<file path="config.mk">
export PLATFORM = sky130hd
export DESIGN_NAME = apb_wdog_timer
export DESIGN_NICKNAME = d
export VERILOG_FILES = /design/src/rtl/wdog_pkg.sv /design/src/rtl/wdog_regs.sv /design/src/rtl/wdog_core.sv /design/src/rtl/apb_wdog_timer.sv
export SDC_FILE = /design/constraint.sdc
export NUM_CORES = 1
export LEC_CHECK = 0
export ABC_AREA = 1
export BUFFER_PORTS_ARGS = -buffer_cell sky130_fd_sc_hd__buf_2
export CAP_MARGIN = 5
export CORE_ASPECT_RATIO = 1.2
export CORE_MARGIN = 1.5
export CORE_UTILIZATION = 55
export CTS_CLUSTER_DIAMETER = 200
export DETAILED_ROUTE_END_ITERATION = 8
export HOLD_SLACK_MARGIN = 0.12
export PLACE_DENSITY_LB_ADDON = 0.05
export SKIP_LAST_GASP = 1
export SLEW_MARGIN = 25
export SYNTH_ARGS = -nofsm -noshare
export SYNTH_HDL_FRONTEND = slang
export SYNTH_HIERARCHICAL = 1
export SYNTH_SLANG_ARGS = --single-unit
</file>
<file path="constraint.sdc">
create_clock -name clk -period 4.2 [get_ports clk]
set_input_delay 0 -clock clk [delete_from_list [all_inputs] [get_ports clk]]
set_output_delay 0 -clock clk [all_outputs]
set_load 0.005 [all_outputs]
</file>
<file path="src/rtl/wdog_pkg.sv">
package wdog_pkg;
  localparam int unsigned AW = 12;
  localparam int unsigned DW = 32;

  localparam logic [AW-1:0] OFF_RELOAD = 12'h000;
  localparam logic [AW-1:0] OFF_COUNT  = 12'h004;
  localparam logic [AW-1:0] OFF_CTRL   = 12'h008;
  localparam logic [AW-1:0] OFF_ACK    = 12'h00C;
  localparam logic [AW-1:0] OFF_RAW    = 12'h010;
  localparam logic [AW-1:0] OFF_MASKED = 12'h014;
  localparam logic [AW-1:0] OFF_KEY    = 12'hC00;
  localparam logic [AW-1:0] OFF_TCTRL  = 12'hF00;
  localparam logic [AW-1:0] OFF_TOUT   = 12'hF04;

  localparam logic [DW-1:0] OPEN_KEY   = 32'h1ACC_E551;
  localparam logic [DW-1:0] CNT_INIT   = '1;

  // next value of a running counter
  function automatic logic [DW-1:0] count_step(input logic [DW-1:0] c);
    return c - {{(DW-1){1'b0}}, 1'b1};
  endfunction

  // a key write leaves the block locked unless it carries the opening key
  function automatic logic key_locks(input logic [DW-1:0] v);
    return v != OPEN_KEY;
  endfunction
endpackage

</file>
<file path="src/rtl/wdog_regs.sv">
module wdog_regs
  import wdog_pkg::*;
(
  input  logic          clk,
  input  logic          rst_n,
  input  logic          wr_en,
  input  logic [AW-1:0] addr,
  input  logic [DW-1:0] wdata,
  output logic [DW-1:0] reload_q,
  output logic          reload_wr,
  output logic [1:0]    ctrl_q,
  output logic          ack_wr,
  output logic          locked_q,
  output logic          tmode_q,
  output logic [1:0]    tout_q
);
  logic cfg_wr;
  assign cfg_wr    = wr_en & ~locked_q;
  assign reload_wr = cfg_wr & (addr == OFF_RELOAD);
  assign ack_wr    = cfg_wr & (addr == OFF_ACK) & wdata[0];

  always_ff @(posedge clk or negedge rst_n) begin
    if (!rst_n) begin
      reload_q <= CNT_INIT;
      ctrl_q   <= 2'b00;
      locked_q <= 1'b0;
      tmode_q  <= 1'b0;
      tout_q   <= 2'b00;
    end else begin
      if (wr_en && addr == OFF_KEY) locked_q <= key_locks(wdata);
      if (reload_wr) reload_q <= wdata;
      if (cfg_wr && addr == OFF_CTRL)  ctrl_q  <= wdata[1:0];
      if (cfg_wr && addr == OFF_TCTRL) tmode_q <= wdata[0];
      if (cfg_wr && addr == OFF_TOUT)  tout_q  <= wdata[1:0];
    end
  end

  AST_LOCK_BLOCKS_CTRL: assert property (@(posedge clk) disable iff (!rst_n)
    (locked_q && wr_en && addr == OFF_CTRL) |=> $stable(ctrl_q));
  AST_LOCK_BLOCKS_RELOAD: assert property (@(posedge clk) disable iff (!rst_n)
    (locked_q && wr_en && addr == OFF_RELOAD) |=> $stable(reload_q));
endmodule

</file>
<file path="src/rtl/wdog_core.sv">
module wdog_core
  import wdog_pkg::*;
(
  input  logic          clk,
  input  logic          rst_n,
  input  logic [DW-1:0] reload_q,
  input  logic          reload_wr,
  input  logic [DW-1:0] reload_wdata,
  input  logic          run,
  input  logic          rst_en,
  input  logic          ack_wr,
  output logic [DW-1:0] count_q,
  output logic          raw_q,
  output logic          rreq_q,
  output logic          expire
);
  assign expire = run & ~reload_wr & (count_q == '0);

  always_ff @(posedge clk or negedge rst_n) begin
    if (!rst_n) begin
      count_q <= CNT_INIT;
      raw_q   <= 1'b0;
      rreq_q  <= 1'b0;
    end else begin
      if (reload_wr)   count_q <= reload_wdata;
      else if (expire) count_q <= reload_q;
      else if (run)    count_q <= count_step(count_q);

      if (expire)      raw_q <= 1'b1;
      else if (ack_wr) raw_q <= 1'b0;

      if (expire && raw_q && rst_en) rreq_q <= 1'b1;
    end
  end

  AST_EXPIRE_RELOADS: assert property (@(posedge clk) disable iff (!rst_n)
    expire |=> (count_q == $past(reload_q)) && raw_q);
  AST_HALT_HOLDS: assert property (@(posedge clk) disable iff (!rst_n)
    (!run && !reload_wr) |=> $stable(count_q));
  AST_RREQ_STICKY: assert property (@(posedge clk) disable iff (!rst_n)
    rreq_q |=> rreq_q);
  AST_RREQ_NEEDS_RAW: assert property (@(posedge clk) disable iff (!rst_n)
    $rose(rreq_q) |-> $past(raw_q) && $past(rst_en));
endmodule

</file>
<file path="src/rtl/apb_wdog_timer.sv">
module apb_wdog_timer
  import wdog_pkg::*;
(
  input  logic          clk,
  input  logic          rst_n,
  input  logic          psel,
  input  logic          penable,
  input  logic          pwrite,
  input  logic [AW-1:0] paddr,
  input  logic [DW-1:0] pwdata,
  output logic [DW-1:0] prdata,
  output logic          pready,
  output logic          pslverr,
  output logic          irq_o,
  output logic          rst_req_o
);
  logic          wr_en;
  logic [DW-1:0] reload_q;
  logic          reload_wr;
  logic [1:0]    ctrl_q;
  logic          ack_wr;
  logic          locked_q;
  logic          tmode_q;
  logic [1:0]    tout_q;
  logic [DW-1:0] count_q;
  logic          raw_q;
  logic          rreq_q;
  logic          expire;
  logic          masked;

  assign wr_en   = psel & penable & pwrite;
  assign pready  = 1'b1;
  assign pslverr = 1'b0;
  assign masked  = raw_q & ctrl_q[0];

  wdog_regs u_regs (
    .clk      (clk),
    .rst_n    (rst_n),
    .wr_en    (wr_en),
    .addr     (paddr),
    .wdata    (pwdata),
    .reload_q (reload_q),
    .reload_wr(reload_wr),
    .ctrl_q   (ctrl_q),
    .ack_wr   (ack_wr),
    .locked_q (locked_q),
    .tmode_q  (tmode_q),
    .tout_q   (tout_q)
  );

  wdog_core u_core (
    .clk         (clk),
    .rst_n       (rst_n),
    .reload_q    (reload_q),
    .reload_wr   (reload_wr),
    .reload_wdata(pwdata),
    .run         (ctrl_q[0]),
    .rst_en      (ctrl_q[1]),
    .ack_wr      (ack_wr),
    .count_q     (count_q),
    .raw_q       (raw_q),
    .rreq_q      (rreq_q),
    .expire      (expire)
  );

  always_comb begin
    prdata = '0;
    if (psel && !pwrite) begin
      case (paddr)
        OFF_RELOAD: prdata = reload_q;
        OFF_COUNT:  prdata = count_q;
        OFF_CTRL:   prdata = {{(DW-2){1'b0}}, ctrl_q};
        OFF_RAW:    prdata = {{(DW-1){1'b0}}, raw_q};
        OFF_MASKED: prdata = {{(DW-1){1'b0}}, masked};
        OFF_KEY:    prdata = {{(DW-1){1'b0}}, locked_q};
        OFF_TCTRL:  prdata = {{(DW-1){1'b0}}, tmode_q};
        default:    prdata = '0;
      endcase
    end
  end

  assign irq_o     = tmode_q ? tout_q[1] : masked;
  assign rst_req_o = tmode_q ? tout_q[0] : rreq_q;

  AST_IRQ_FROM_RAW: assert property (@(posedge clk) disable iff (!rst_n)
    (!tmode_q && irq_o) |-> raw_q);
  AST_MASK_GATES_IRQ: assert property (@(posedge clk) disable iff (!rst_n)
    (!tmode_q && !ctrl_q[0]) |-> !irq_o);
  AST_UNMAPPED_ZERO: assert property (@(posedge clk) disable iff (!rst_n)
    (psel && !pwrite && (paddr == OFF_ACK || paddr == OFF_TOUT)) |-> prdata == '0);
endmodule

</file>
* Word level (Yosys, flattened, before mapping)
Index checks and enable logic that the tools add are counted.
** Word-level totals
- Output and inout bits :: 36
- Word-level logic and storage cells :: 50
- Bits in registers :: 72
- Input bits :: 49
** Cells by class
- Eq/ne operators :: 9
- $add $sub $neg :: 1
- Mux-type cells :: 9
- Reductions and logical operators :: 12
- Bitwise operators :: 11
** Operators with widths (number)
- case mux 32 bit (7 select lines) :: 1
- 2-to-1 mux 32 bit :: 4
- == test 12 bit (second input constant) :: 3
- zero test 32 bit :: 1
- != test 32 x 29 -> 1 bit (second input constant) :: 1
- subtractor 32 x 1 -> 32 bit (second input constant) :: 1
- == test 12 x 4 -> 1 bit (second input constant) :: 2
- == test 12 x 5 -> 1 bit (second input constant) :: 2
- == test 12 x 3 -> 1 bit (second input constant) :: 1
- zero test 12 bit :: 1
- AND 1 bit :: 9
- logical AND 1 bit :: 7
- 2-to-1 mux 1 bit :: 4
- nonzero test 3 bit :: 1
- inverter 1 bit :: 2
- nonzero test 2 bit :: 1
- zero test 1 bit :: 1

* Depth between registers and ports, before layout
Gate-level depths: netlist of the first run.
- Depth after elaboration :: 9
- Gate-level depth with buffers :: 17

* By module
The synthesis of the first run kept the hierarchy.
** By module, submodules not included
- wdog_core :: cells each 429, area an instance 2859.0 sq um, instances 1
- wdog_regs :: cells each 222, area an instance 1766.7 sq um, instances 1
- apb_wdog_timer :: cells each 240, area an instance 1113.6 sq um, instances 1

* Worst setup path after synthesis of the first run
Ideal clock, no wire load.
- Path type :: register to register
- From :: register u_regs.locked_q
- To :: register u_core.count_q[2]
- Period minus slack after synthesis :: 2.068 ns
- Path buffers :: 3
- Cell stages (with the launch flop) :: 17
- Setup time :: 0.084 ns
- Data arrival time :: 1.983 ns
- Slack :: 2.132 ns
- Path through :: dfrtp_1 inv_1 nand2_1 inv_1 nand3b_4 clkinv_2 buf_6 clkbuf_1 inv_2 nand2_2 inv_2 nand3_1 nor2_4 nand3_4 buf_2 o21ai_1 nand3_1
** Between the ends
- Word-level cells in the longest chain between the ends :: 8
** RTL lines
- from (decl) :: line wdog_regs.sv:13 : output logic locked_q,
- from (signal assigned) :: line wdog_regs.sv:30 : if (wr_en && addr == OFF_KEY) locked_q <= key_locks(wdata);
- inverter 1 bit (*) :: line wdog_regs.sv:18 : assign cfg_wr = wr_en & ~locked_q;
- AND 1 bit (*) :: line wdog_regs.sv:18
- AND 1 bit (*) :: line wdog_regs.sv:19 : assign reload_wr = cfg_wr & (addr == OFF_RELOAD);
- via reload_wr :: line apb_wdog_timer.sv:19 : logic reload_wr;
- inverter 1 bit :: line wdog_core.sv:17 : assign expire = run & ~reload_wr & (count_q == '0);
- AND 1 bit (2 in a row) :: line wdog_core.sv:17
- 2-to-1 mux 32 bit :: line wdog_core.sv:26 : else if (expire) count_q <= reload_q;
- 2-to-1 mux 32 bit :: line wdog_core.sv:25 : if (reload_wr) count_q <= reload_wdata;
- to (signal assigned) :: line wdog_core.sv:25
- to (signal assigned) :: line wdog_core.sv:26
- to (signal assigned) :: line wdog_core.sv:27 : else if (run) count_q <= count_step(count_q);
- to (decl) :: line wdog_core.sv:12 : output logic [DW-1:0] count_q,
The timed path passes the listed nets; every way through them passes the cells marked *.
A chain may end at the register's enable or synchronous reset.

* Worst setup path after layout of the first run
- From :: input paddr[2]
- To :: register u_core.count_q[22]
** Between the ends
- Word-level cells in the longest chain between the ends :: 7
** RTL lines
- from (decl) :: line apb_wdog_timer.sv:9 : input logic [AW-1:0] paddr,
- zero test 12 bit (*) :: line wdog_regs.sv:19
- AND 1 bit (*) :: line wdog_regs.sv:19
- via reload_wr :: line apb_wdog_timer.sv:19
- inverter 1 bit (*) :: line wdog_core.sv:17
- AND 1 bit (*) (2 in a row) :: line wdog_core.sv:17
- via expire :: line apb_wdog_timer.sv:28 : logic expire;
- 2-to-1 mux 32 bit :: line wdog_core.sv:26
- 2-to-1 mux 32 bit :: line wdog_core.sv:25
Marked as above.

==> metrics.yaml, run 1 <==
synthCells: 891
setup_viol: 0
numCtsBuffers: 9
max_slew_margin_pct: 37.8
slowest_delay_ns: 0.52
place_congestion: 0.983
dieWidth_microns: 96.3
synth-edff-count: 0
ys_seq_area_share_pct: 32.8
stdcell_area_sq_um: 6860
dieArea_sq_um: 11100
p_leak_nw: 3.38
rows: 40
multi_input_area_sq_um: 3180
finalSetupTns_ns: 0
slowest_stage: "dlygate4sd3_1"
wirelength_microns: 16900
preCtsSetupSlack_ns: 1.22
synthTopCellsByArea: "dfstp_2 (29%), nand2_1 (18%), nand3_1 (9.9%)"
drv_cap: 0
arrival_ns: 3.33
intPower_mw: 1.39
track_usage_pct: 32.4
syn_nets: 941
synth_top_flop_cell: "dfstp_2"
drive_above_1_share_pct: 21.9
antenna_found_initial: 0
nets: 1046
grt_pass1_vias: 6080
syn_to_final_growth_pct: 19.4
cts-root-buf: "clkbuf_16"
required_ns: 4.47
p_seq_share_pct: 36.6
power_density_nw_per_um2: 291
cts.sinks: 72
dr.pass1.iters: 6
start_util_pct: 57.1
crit_chain: "dlygate4sd3_1 -> buf_2 -> nor2_1 -> nand2_1 -> nor2_4 -> nand3b_4 -> clkinv_2 -> inv_2 -> nand2_2 -> inv_2 -> nand3_1 -> nor2_4 -> nand3_4 -> inv_2 -> nand2_1 -> nand3_1 -> nand2_1"
p_sw_mw: 0.607
p_comb_share_pct: 24.1
hpwl_microns: 11600
finalCriticalPeriod_ns: 3.05
skew_ns: 0.00741
port_buffers: 82
end_kind: "register"
holdCritPathClass: "in -> reg"
clockBufferDepth: 2
antenna_left: 0
path_clk_slew_ns: 0.06
num_antenna_cells: 0
drt_iter0_markers: 480
async_flop_share_pct: 100
netlist_area_sq_um: 5740
fmax_mhz: 327
dpl-instance-area_sq_um: 6130
grt_max_degree: 52
worst_pin_slew_ns: 0.931
die_y_microns: 115
drcViolationCount: 0
path_max_fanout: 51
yosys.area.top_type: "dfstp_2"
io-pin-count: 85
status: "finished, final reports clean"
cp-start-kind: "input port"
power.share.switching_pct: 30.4
grt_first_pass_wirelength_microns: 28100
syn_area_per_cell_sq_um: 6.44
period_share_pct: 72.7
rsz0062_at_grt: "no"
yosysUniqueCellTypes: 38
yosysMostFrequentCell: "nand2_1"
yosys-top-cells-count: "nand2_1 (270), nor2_1 (120), inv_1 (116)"
irDropWorstVdd_mv: 0.221
layout_setup_ws_ns: 1.15
wl_per_cell_microns: 15.0
core_area_sq_um: 10100
fin_util_pct: 68.1
synth_top_cell_area_share_pct: 29.3
seqCellArea_sq_um: 1880
vias: 6218
final_hold_viol_count: 0
ys_ff_latch: 72
p_clk_share_pct: 39.2
htree_levels: 3
nFillCells: 952
yosys_warnings: 6
grt_overflow: 0
slew_violations: 0
clk_latency_ns: 0.34
crit_type: "in -> reg"
cts_tree: "yes"
viasPerCell: 5.52
==> kinds of logic after synthesis <==
group	Yosys count	synth area share, %
muxes	1	0.196
AOI/OAI and AO/OA	64	6.85
adders and majority gates	1	0.218
other	2	0.131
buffers and inverters	158	11.8
and+or+nand+nor	573	44.9
xor gates and xnor gates	20	3.05
DFF	72	32.8
==> timing repair <==
action	4_1_cts	5_1_grt
hold buffers	42	0
setup buffers	0	0
hold endpoints to repair	99	0
gates resized for setup	0	0
==> cell type report <==
type / count / area share (%)
Timing Repair Buffer: 129 / 12.7
Clock buffer: 13 / 3.80
Tap cell: 126 / 2.30
Multi-Input combinational cell: 661 / 46.4
Inverter: 123 / 6.77
Sequential cell: 72 / 27.5
Clock inverter: 3 / 0.584
==> path summary, 6_finish.rpt <==
kind                                           from             endpoint  slack [ns]  depth (start not counted)
worst min-delay path                           psel      u_regs/locked_q        0.17                          5
min in group asynchronous                     rst_n  u_regs/reload_q[17]        0.60                          2
max in group asynchronous                     rst_n   u_core/count_q[12]        2.95                          3
worst max register to register      u_regs/locked_q   u_core/count_q[22]        1.18                         15
worst min register to register  u_regs/reload_q[18]  u_regs/reload_q[18]        0.48                          2
worst max-delay path                       paddr[2]   u_core/count_q[22]        1.15                         17
==> placed cells by master (no fill, tap or decap) <==
cell           instances
nand2_2               13
mux2_2                 1
nor3_2                 2
nand3_1              114
o21bai_1               1
clkbuf_16              9
clkbuf_1               2
bufinv_16              1
dfstp_2               64
o21ai_1               22
xor2_1                 8
dlygate4sd3_1         42
nand2_4                3
nor2_8                 2
a22oi_1               27
inv_1                116
nand4_2                1
nor3_1                 5
nor2_1               118
o21ai_0               13
buf_4                  5
conb_1                 2
nand3_4                2
o211ai_1               1
nand3b_1               5
nor2_2                18
clkinv_2               4
nor2_4                 4
and3_1                 2
ha_1                   1
inv_2                  5
dfrtp_1                8
nand2_1              270
clkbuf_8               2
and2_1                 1
nand4_1               12
xnor2_1               12
nand3b_4               1
buf_2                 82
==> power by group through the flow <==
stage / combinational [mW] / clock, mW / sequential (mW)
finish: 0.482 / 0.783 / 0.732
global route: 0.543 / 0.821 / 0.733
CTS: 0.476 / 0.794 / 0.731
detailed placement: 0.443 / 0 / 0.741
global placement: 0.436 / 0 / 0.741
floorplan: 0.327 / 0 / 0.735
==> critical path: cells and delay by family <==
| kind | cells | cell delay [ns] |
|---|---|---|
| and+or+nand+nor | 11 | 1.76 |
| buffers and inverters | 6 | 1.55 |
==> flip-flops by register name (all words and copies together), names as in the netlist <==
| signal | cells |
|---|---|
| u_core/rreq_q | 1 |
| u_regs/locked_q | 1 |
| u_regs/tout_q | 2 |
| u_core/raw_q | 1 |
| u_core/count_q | 32 |
| u_regs/ctrl_q | 2 |
| u_regs/tmode_q | 1 |
| u_regs/reload_q | 32 |
==> metrics by stage <==
| step | instances | hold WS [ns] | power, mW |
|---|---|---|---|
| 2_1_floorplan | 891 | -0.296 | 1.06 |
| 3_3_place_gp | 1069 | 0.220 | 1.18 |
| 3_5_place_dp | 1069 | 0.228 | 1.18 |
| 4_1_cts | 1127 | 0.162 | 2.00 |
| 5_1_grt | 1127 | 0.208 | 2.10 |
| 6_report | 1127 | 0.165 | 2.00 |
==> routing by layer <==
metal  vias to the layer above  GRT usage (%)  share of wire [%]
li1                       3004              -                  -
met1                      2952           39.4                 42
met2                       229           55.6                 50
met3                        33           4.43                5.6
met4                         0           15.7                2.6
met5                         -              0                  0
Power figures use the tool's default switching activity.
==> run 2, diff against run 1 <==
--- a/config.mk
+++ b/config.mk
@@ -5,7 +5,7 @@
 export SDC_FILE = /design/constraint.sdc
 export NUM_CORES = 1
 export LEC_CHECK = 0
-export ABC_AREA = 1
+export ABC_AREA = 0
 export BUFFER_PORTS_ARGS = -buffer_cell sky130_fd_sc_hd__buf_2
 export CAP_MARGIN = 5
 export CORE_ASPECT_RATIO = 1.2
==> constraint.sdc (replaced) <==
create_clock -name clk -period 3.1 [get_ports clk]
set_input_delay 0 -clock clk [delete_from_list [all_inputs] [get_ports clk]]
set_output_delay 0 -clock clk [all_outputs]
set_load 0.005 [all_outputs]
==> run 2 against run 1 <==
  * Largest power group is now registers
  * Via count decreased by 28%
  * Total power fell by 9.9%
  * Worst setup slack got worse by 0.74 ns
==> metrics.yaml, run 2 <==
cts.sinks: 72
die_y_microns: 107
crit_chain: "or4b_1 -> nor3_2 -> nand2_4 -> inv_1 -> nand2b_1 -> or4_4 -> or3_1 -> buf_4 -> o21ai_0 -> o21ai_0"
cts-root-buf: "clkbuf_8"
vias: 4451
seqCellArea_sq_um: 1880
antenna_left: 0
wl_met1_microns: 6040
highest_layer: "met4"
crit_type: "reg -> reg"
drv_cap: 0
port_buffers: 82
num_antenna_cells: 0
cts_tree: "yes"
slowest_delay_ns: 0.50
io-pin-count: 85
holdCritPathClass: "in -> reg"
synthCells: 490
path_depth: 10
worst_pin_slew_ns: 0.793
met3_length_microns: 571
r2r_start: "u_regs/locked_q"
syn_area_per_cell_sq_um: 10.1
critPathTopFamily: "simple AND/OR/NAND/NOR gates"
finalCriticalPeriod_ns: 2.69
dieArea_sq_um: 9580
drt_iter0_markers: 394
rsz0062_at_grt: "no"
setup_viol: 0
min_to: "u_regs/locked_q"
required_ns: 3.37
clockBufferDepth: 2
syn_to_final_growth_pct: 21.2
slew_violations: 0
fmax_mhz: 371
layout_commonest_cell: "buf_2"
grt_max_degree: 41
antenna_found_initial: 0
ff2ff_path_depth: 10
slowest_stage: "or4b_1"
cp_num_buf_inv: 2
rows: 37
multi_input_area_sq_um: 2840
power_density_nw_per_um2: 300
yosys_warnings: 6
status: "finished, final reports clean"
grt_first_pass_wirelength_microns: 21800
clk_latency_ns: 0.35
nFillCells: 700
core_area_sq_um: 8660
final_hold_viol_count: 0
place_congestion: 0.873
netlist_area_sq_um: 4950
wirelength_microns: 13800
holdPathStages: 4
drive_above_1_share_pct: 40.1
rr_endpoint: "u_core/count_q[31]"
htree_levels: 3
wl_per_cell_microns: 18.8
r2r_setup_slack_ns: 0.41
irDropWorstVdd_mv: 0.247
dr.pass1.iters: 7
path_clk_slew_ns: 0.07
finalSetupTns_ns: 0
grt_overflow: 0
viasPerCell: 6.09
holdWs_ns: 0.162
start_util_pct: 57.2
wl_met2_microns: 6850
end_kind: "register"
layout_common_cells: "buf_2 (82), dfstp_2 (64), o21ai_0 (40), dlygate4sd3_1 (39), mux2i_1 (36)"
holdCritStartpoint: "paddr[5]"
period_share_pct: 86.9
arrival_ns: 2.97
numCtsBuffers: 9
cp-start-kind: "register"
syn_nets: 540
top_regs: "u_core/count_q: 32 flops, u_regs/reload_q: 32 flops"
skew_ns: 0.00947
crit_path_frequent_cell: "o21ai_0"
drcViolationCount: 0
track_usage_pct: 29.9
grt_pass1_vias: 4298
max_slew_margin_pct: 46.7
dieWidth_microns: 89.6
p_leak_nw: 2.57
nets: 659
path_max_fanout: 18
hpwl_microns: 9240
[run 2: cell type report]
| type | instances | area share, % |
|---|---|---|
| clock inverters | 4 | 0.334 |
| repair buffers | 139 | 15.6 |
| multi-input cells | 379 | 47.3 |
| flip-flops and latches | 72 | 31.4 |
| clock buffers | 12 | 2.42 |
| well taps | 117 | 2.44 |
| inverters | 8 | 0.501 |
[run 2: worst register-to-register path, cell delays in order, from the launching register on]
cell and delay (ns):
dfrtp_1 0.41, or4b_1 0.50, nor3_2 0.26, nand2_4 0.07, inv_1 0.13, nand2b_1 0.17, or4_4 0.14, or3_1 0.26
buf_4 0.32, o21ai_0 0.15, o21ai_0 0.21
[run 2: worst max path at each step]
stage               slack [ns]            endpoint                from
finish                    0.41  u_core/count_q[31]     u_regs/locked_q
detailed placement        0.49  u_core/count_q[31]     u_regs/locked_q
global route              0.22  u_core/count_q[18]   u_core/count_q[0]
global placement          0.56   u_core/count_q[0]  u_core/count_q[27]
CTS                       0.48  u_core/count_q[31]     u_regs/locked_q
floorplan                 0.61  u_core/count_q[11]     u_regs/locked_q
[run 2: layer usage]
metal	vias up	global-route usage, %
met5	-	0
met4	0	11.2
met3	27	3.85
met2	177	48.5
met1	2155	40.3
li1	2092	-
[run 2: per-stage QoR]
step	power, mW	instance area (sq um)	setup WS, ns	std cells	utilization [%]
6_report	1.80	6000	0.406	731	69.3
5_1_grt	1.87	6000	0.216	731	69.3
4_1_cts	1.81	6000	0.485	731	69.3
3_5_place_dp	1.12	5440	0.491	676	62.9
3_3_place_gp	1.12	5440	0.563	676	62.9
2_1_floorplan	1.03	4950	0.613	490	-
[run 2: power by group]
part	switching, mW	internal, mW	leakage [nW]
Combinational	0.103	0.0907	1.71
Clock	0.349	0.308	0.0899
Sequential	0.00248	0.947	0.766
[run 2: what timing repair did]
item,in CTS,in global routing
endpoints found under the hold margin,88,0
resized for setup,0,0
hold buffers,39,0
setup buffers,0,0
